File: src/rtl/stepctr_pkg.sv
`timescale 1ns/1ps
package stepctr_pkg;
  localparam int CTR_W_DEF   = 9;
  localparam int FWD_STEP_DEF = 3;
  localparam int REV_STEP_DEF = 5;

  typedef enum logic [1:0] {
    MODE_LOAD = 2'b00,
    MODE_ADD  = 2'b01,
    MODE_SUB  = 2'b10,
    MODE_HOLD = 2'b11
  } step_mode_e;
endpackage

File: src/rtl/stepctr_decode.sv
`timescale 1ns/1ps
module stepctr_decode
  import stepctr_pkg::*;
(
  input  logic       fwd_i,
  input  logic       rev_i,
  output step_mode_e mode_o
);
  always_comb begin
    unique case ({rev_i, fwd_i})
      2'b00:   mode_o = MODE_LOAD;
      2'b01:   mode_o = MODE_ADD;
      2'b10:   mode_o = MODE_SUB;
      default: mode_o = MODE_HOLD;
    endcase
  end
endmodule

File: src/rtl/stepctr_arith.sv
`timescale 1ns/1ps
module stepctr_arith
  import stepctr_pkg::*;
#(
  parameter int WIDTH    = CTR_W_DEF,
  parameter int FWD_STEP = FWD_STEP_DEF,
  parameter int REV_STEP = REV_STEP_DEF
) (
  input  step_mode_e       mode_i,
  input  logic [WIDTH-1:0] cur_i,
  input  logic [WIDTH-1:0] seed_i,
  output logic [WIDTH-1:0] nxt_o,
  output logic             nxt_hi_o,
  output logic             nxt_lo_o,
  output logic             upd_o
);
  localparam int EXT_W = WIDTH + 1;

  logic [EXT_W-1:0] sum_ext;
  logic [EXT_W-1:0] dif_ext;

  // Separate add and subtract paths; the extra MSB is the carry / borrow out.
  assign sum_ext = {1'b0, cur_i} + EXT_W'(FWD_STEP);
  assign dif_ext = {1'b0, cur_i} - EXT_W'(REV_STEP);

  always_comb begin
    nxt_o    = cur_i;
    nxt_hi_o = 1'b0;
    nxt_lo_o = 1'b0;
    upd_o    = 1'b1;
    unique case (mode_i)
      MODE_ADD: begin
        nxt_o    = sum_ext[WIDTH-1:0];
        nxt_hi_o = sum_ext[WIDTH];
      end
      MODE_SUB: begin
        nxt_o    = dif_ext[WIDTH-1:0];
        nxt_lo_o = dif_ext[WIDTH];
      end
      MODE_LOAD: begin
        nxt_o    = seed_i;
      end
      default: begin
        upd_o    = 1'b0;
      end
    endcase
  end
endmodule

File: src/rtl/stepctr_parity.sv
`timescale 1ns/1ps
module stepctr_parity #(
  parameter int WIDTH = 9
) (
  input  logic [WIDTH-1:0] data_i,
  output logic             par_o
);
  localparam int LEVELS = (WIDTH > 1) ? $clog2(WIDTH) : 1;
  localparam int LEAVES = 1 << LEVELS;
  localparam int NODES  = 2 * LEAVES - 1;

  // Heap-ordered binary XOR tree; node 0 is the root.
  logic [NODES-1:0] node;

  for (genvar li = 0; li < LEAVES; li++) begin : g_leaf
    if (li < WIDTH) begin : g_bit
      assign node[LEAVES-1+li] = data_i[li];
    end else begin : g_pad
      assign node[LEAVES-1+li] = 1'b0;
    end
  end

  for (genvar ni = 0; ni < LEAVES - 1; ni++) begin : g_inner
    assign node[ni] = node[2*ni+1] ^ node[2*ni+2];
  end

  assign par_o = node[0];
endmodule

File: src/rtl/stepctr.sv
`timescale 1ns/1ps
module stepctr
  import stepctr_pkg::*;
#(
  parameter int WIDTH    = CTR_W_DEF,
  parameter int FWD_STEP = FWD_STEP_DEF,
  parameter int REV_STEP = REV_STEP_DEF
) (
  input  logic             clk,
  input  logic             srst,
  input  logic             fwd_i,
  input  logic             rev_i,
  input  logic [WIDTH-1:0] seed_i,
  output logic [WIDTH-1:0] value_o,
  output logic             par_o,
  output logic             wrap_hi_o,
  output logic             wrap_lo_o
);
  step_mode_e       mode;
  logic [WIDTH-1:0] nxt_val;
  logic             nxt_hi;
  logic             nxt_lo;
  logic             upd;
  logic             nxt_par;

  stepctr_decode u_decode (
    .fwd_i  (fwd_i),
    .rev_i  (rev_i),
    .mode_o (mode)
  );

  stepctr_arith #(
    .WIDTH    (WIDTH),
    .FWD_STEP (FWD_STEP),
    .REV_STEP (REV_STEP)
  ) u_arith (
    .mode_i   (mode),
    .cur_i    (value_o),
    .seed_i   (seed_i),
    .nxt_o    (nxt_val),
    .nxt_hi_o (nxt_hi),
    .nxt_lo_o (nxt_lo),
    .upd_o    (upd)
  );

  stepctr_parity #(.WIDTH(WIDTH)) u_parity (
    .data_i (nxt_val),
    .par_o  (nxt_par)
  );

  always_ff @(posedge clk) begin
    if (srst) begin
      value_o   <= '0;
      par_o     <= 1'b0;
      wrap_hi_o <= 1'b0;
      wrap_lo_o <= 1'b0;
    end else if (upd) begin
      value_o   <= nxt_val;
      par_o     <= nxt_par;
      wrap_hi_o <= nxt_hi;
      wrap_lo_o <= nxt_lo;
    end
  end
endmodule

File: config.mk
export PLATFORM = sky130hd
export DESIGN_NAME = stepctr
export DESIGN_NICKNAME = d
export VERILOG_FILES = /design/src/rtl/stepctr_pkg.sv /design/src/rtl/stepctr_decode.sv /design/src/rtl/stepctr_arith.sv /design/src/rtl/stepctr_parity.sv /design/src/rtl/stepctr.sv
export SDC_FILE = /design/constraint.sdc
export NUM_CORES = 1
export LEC_CHECK = 0
export CAP_MARGIN = 20
export CORE_MARGIN = 1.5
export CORE_UTILIZATION = 52
export CTS_CLUSTER_SIZE = 28
export DETAILED_ROUTE_END_ITERATION = 6
export GPL_TIMING_DRIVEN = 0
export HOLD_SLACK_MARGIN = 0.06
export PLACE_DENSITY = 0.84
export SETUP_SLACK_MARGIN = 0.05
export SYNTH_ARGS = -nofsm -noshare
export SYNTH_HDL_FRONTEND = slang
export SYNTH_SLANG_ARGS = --single-unit
File: constraint.sdc
create_clock -name clk -period 4.2 [get_ports clk]
set_clock_uncertainty 0.1 [all_clocks]
set_input_delay 0.42 -clock clk [delete_from_list [all_inputs] [get_ports clk]]
set_output_delay 0.42 -clock clk [all_outputs]
set_load 0.005 [all_outputs]
Yosys cells after proc, flatten, opt, wreduce, memory -nomap -nowiden

Index checks and enable logic that the tools add are counted.

Bits in registers: 12
Output and inout bits: 12
Word-level logic and storage cells: 26

Add/subtract/negate cells: 2
Eq/ne operators: 4
Muxes and demuxes: 5
Bitwise gates (word level): 8
Reductions and logical operators: 3

Operator list:

| operator               | count |
|---|---|
| $pmux W9 S3            | 1 |
| $add A9 B2 Y10 const B | 1 |
| $sub A9 B3 Y10 const B | 1 |
| $xor A1 B1 Y1          | 8 |
| $pmux W2 S3            | 1 |
| $eq A2 B1 Y1 const B   | 2 |
| $eq A2 B2 Y1 const B   | 2 |
| $logic_not A2 Y1       | 2 |
| $mux W1                | 3 |
| $reduce_or A3 Y1       | 1 |

Longest topological paths before layout

Word-level depth: 8
Mapped depth: 11
Mapped depth without buffers: 10

By module

A second synthesis with hierarchy kept.

Cells, all modules: 138
Area, all modules: 1,081.0 um^2

By module, submodules not included:

| module         | instances | cells each | area an instance (um^2) | sequential area each (um^2) |
|---|---|---|---|---|
| stepctr_arith  | 1         | 91         | 570.5                   | 0.0 |
| stepctr        | 1         | 38         | 420.4                   | 240.2 |
| stepctr_parity | 1         | 7          | 82.6                    | 0.0 |
| stepctr_decode | 1         | 2          | 7.5                     | 0.0 |

Worst setup path before layout

No wires, ideal clock.

Path type: reg2reg
Start: register value_o[0]
End: register par_o
Setup time: 79 ps
Arrival time: 2,357 ps
Data required time: 4,021 ps
Path slack: 1,664 ps
Cell stages (with the launch flop): 12
Buffers on the path: 1
Clock period less this slack: 2,536 ps
Cells stage by stage: dfxtp_1 -> inv_1 -> ha_1 -> nand2b_1 -> buf_6 -> nor4_4 -> xnor2_1 -> a221oi_2 -> o21ai_1 -> xnor3_1 -> xnor2_1 -> a211oi_2

Cells in the longest elaborated chain, start to end: 6
Elaborated cells between the ends (all ways): 11

Ends and longest elaborated chain:

| what                                                    | line                                     | source |
|---|---|---|
| start: declaration                                      | stepctr.sv:14                            | `output logic [WIDTH-1:0] value_o,` |
| start signal: assignment                                | stepctr.sv:58                            | `value_o <= nxt_val;` |
| $sub A9 B3 Y10 / $add A9 B2 Y10 (equally long branches) | stepctr_arith.sv:24, stepctr_arith.sv:23 |  |
| $pmux W9 S3 *                                           | stepctr_arith.sv:31                      | `unique case (mode_i)` |
| $xor A1 B1 Y1 (3 in a row)                              | stepctr_parity.sv:24                     | `assign node[ni] = node[2*ni+1] ^ node[2*ni+2];` |
| $xor A1 B1 Y1 *                                         | stepctr_parity.sv:24                     |  |
| end signal: assignment                                  | stepctr.sv:59                            | `par_o <= nxt_par;` |
| end: declaration                                        | stepctr.sv:15                            | `output logic par_o,` |

Every way passes the cells marked *; elsewhere a longest branch is shown, timed or not.
A chain may end at the register's enable or synchronous reset.

Final worst setup path

Start: register value_o[3]
End: register par_o

The elaborated chain is that of the path after synthesis.

==> results.sh <==
export IMPL_grtUsageMet2=0.4750
export IMPL_worstSkewPairLatency_ns=0.29
export IMPL_vdd_drop_max_mv=0.3154
export IMPL_reg2reg_slack_ns=1.38
export IMPL_setup_viol=0
export IMPL_vias_per_cell=5.794
export IMPL_cap_violations=0
export IMPL_ys_ff_latch=12
export IMPL_yosysMostFrequentCell="nor2_1"
export IMPL_rsz0062_at_grt="no"
export IMPL_clockBufferDepth=2
export IMPL_tightest_slew_ns=0.5414
export IMPL_synthesis_nets=137
export IMPL_period_share=0.6725
export IMPL_status="completed"
export IMPL_ios=25
export IMPL_timing_hold_ws_ns=0.4250
export IMPL_cts_resized=0
export IMPL_fmax_mhz=354.0
export IMPL_max_slew_margin=0.6375
export IMPL_grt_max_degree=11
export IMPL_grt_pass1_wl_um=4015
export IMPL_drc=0
export IMPL_die_area_um2=2143
export IMPL_drive_gt1_frac=0.1400
export IMPL_synth_cells=123
export IMPL_antenna_found_initial=0
export IMPL_htree_levels=1
export IMPL_ctsRootBufferMaster="clkbuf_4"
export IMPL_syn2layout_area_growth_pct=30.17
export IMPL_synthTopCellsByCount="nor2_1 (17), dfxtp_1 (12), a21oi_1 (8)"
export IMPL_yosysSeqAreaShare=0.2465
export IMPL_grt_overflow=0
export IMPL_die_h_um=46.30
export IMPL_setup_tns_ns=0
export IMPL_grt_pass1_vias=919
export IMPL_critPathMaxStageDelay_ns=0.39
export IMPL_use_met1=0.3200
export IMPL_holdPathStages=2
export IMPL_ys_flop_type="dfxtp_1"
export IMPL_hold_path_class="reg2reg"
export IMPL_timing_max_transition_violations_final=0
export IMPL_cpMostUsedCell="xnor2_1"
export IMPL_fin_nets=166
export IMPL_die_x_um=46.30
export IMPL_path_max_fanout=8
export IMPL_use_met3=0.02745
export IMPL_cts_buffers_inserted=3
export IMPL_hold_viol=0
export IMPL_fin_crit_ns=2.825
export IMPL_synth_area_um2=974.7
export IMPL_vias=1014
export IMPL_ant_nets=0
export IMPL_post_place_ws_ns=1.133
export IMPL_post_cts_repair_setup_buffers=0
export IMPL_drt_iter0_markers=31
export IMPL_synth_area_top_cells="dfxtp_1 (25%), nor2_1 (6.5%), xnor2_1 (6.3%)"
export IMPL_setup_ws_ns=1.376
export IMPL_p_leak_nw=0.4827
export IMPL_cp_data_arrival_time_ns=2.94
export IMPL_place_gp_congestion=0.8663
export IMPL_yosysTopAreaCell="dfxtp_1"
export IMPL_cp_end_kind="register"
export IMPL_firstDrtPassIters=4
export IMPL_routedWlPerCell_um=14.50
export IMPL_synth_edf_count=0
export IMPL_holdBufCountCts=0
export IMPL_syn_avg_cell_area_um2=7.924
export IMPL_dp_hpwl_um=1889
export IMPL_routed_wl_um=2537
export IMPL_worst_setup_path_type="reg2reg"
export IMPL_yosysTopAreaCellShare=0.2465
export IMPL_core_um2=1745
export IMPL_final_area_um2=1269
export IMPL_top_usage_layer="met2"
export IMPL_cp_start_kind="register"
export IMPL_antenna_diode_count=0
export IMPL_cts_sinks=12
export IMPL_crit_required_ns=4.32
export IMPL_start_util=0.5584
export IMPL_crit_path_top_delay_cell="xnor3_1"
export IMPL_cts_clk_slew_worst_paths_ns=0.09
export IMPL_cts_tree="done"
export IMPL_path_cells="buf_2 > nand2_2 > nor3_1 > mux2_4 > a221oi_2 > xnor2_1 > xnor3_1 > xnor2_1 > a211oi_2"
export IMPL_rr_worst_depth=9
export IMPL_asyncSetResetFlopFracSynth=0
export IMPL_yosys_warnings=0
export IMPL_power_per_cell_area_nw_per_um2=336.4
export IMPL_rows=15
export IMPL_portBuffers=24
export IMPL_dpl_cell_area_um2=1246
export IMPL_synth_cell_types=37
export IMPL_gr_usage_all_layers=0.2632
where the power goes:
group / internal (mW) / total [mW] / switching (mW)
clock network: 0.0333 / 0.0765 / 0.0432
registers: 0.128 / 0.143 / 0.0147
logic: 0.113 / 0.207 / 0.0940
total: 0.275 / 0.427 / 0.152
routing by layer:
metal  wire length [um]  vias up
met5                  0        -
met4                 39        0
met3                114        5
met2               1304       33
met1               1078      491
li1                   -      485
flip-flops by register name, indices dropped and copies added (netlist names):
register and flops:
wrap_lo_o 1, wrap_hi_o 1, par_o 1, value_o 9
metrics by stage:
step / cells / power [mW] / util
2_1_floorplan: 123 / 0.2848 / -
3_3_place_gp: 172 / 0.3441 / 0.7140
3_5_place_dp: 172 / 0.3494 / 0.7140
4_1_cts: 175 / 0.4244 / 0.7269
5_1_grt: 175 / 0.4449 / 0.7269
6_report: 175 / 0.4268 / 0.7269
cells in the final DEF, fill, tap and decap left out, types with 3 or more instances in the layout:
| cell | instances |
|---|---|
| nor2_1 | 17 |
| nor2b_1 | 3 |
| dfxtp_1 | 12 |
| xnor2_1 | 7 |
| nand2b_1 | 5 |
| inv_1 | 3 |
| nand3_1 | 7 |
| buf_2 | 7 |
| o22ai_1 | 4 |
| nor3_1 | 7 |
| clkbuf_4 | 3 |
| mux2i_1 | 3 |
| a21oi_1 | 8 |
| nand2_1 | 6 |
| a211oi_1 | 4 |
| clkdlybuf4s50_1 | 24 |
layout make-up:
| cell class | count | area (um2) |
|---|---|---|
| multi-input combinational | 97 | 665.6 |
| tap | 25 | 31.28 |
| buffer | 10 | 53.80 |
| timing repair buffer | 24 | 240.2 |
| inverter | 4 | 15.01 |
| sequential | 12 | 240.2 |
| clock buffer | 3 | 22.52 |
| fill | 153 | 476.7 |
worst max-delay path: cells and delay by family, from the launching register on:
kind	cells	cell delay, ns
XOR/XNOR	3	0.75
buffers and inverters	1	0.20
AO/OA/AOI/OAI	2	0.49
multiplexers	1	0.34
flip-flops	1	0.37
AND/OR/NAND/NOR	2	0.50
worst paths after layout:
path                           startpoint                      to
setup / recovery  value_o[3]$_SDFFE_PP0P_      par_o$_SDFFE_PP0P_
hold / removal     wrap_lo_o$_SDFFE_PP0P_  wrap_lo_o$_SDFFE_PP0P_
setup reg to reg  value_o[3]$_SDFFE_PP0P_      par_o$_SDFFE_PP0P_
hold reg to reg    wrap_lo_o$_SDFFE_PP0P_  wrap_lo_o$_SDFFE_PP0P_
cells by family after synthesis:
| kind of cell | Yosys count | synth area share |
|---|---|---|
| buf+inv | 14 | 0.07060 |
| mux | 4 | 0.04621 |
| simple gates | 57 | 0.3094 |
| flops | 12 | 0.2465 |
| xor+xnor | 9 | 0.1143 |
| compound gates | 25 | 0.1900 |
| fa+ha+maj | 2 | 0.02310 |
Power figures use the tool's default switching activity.
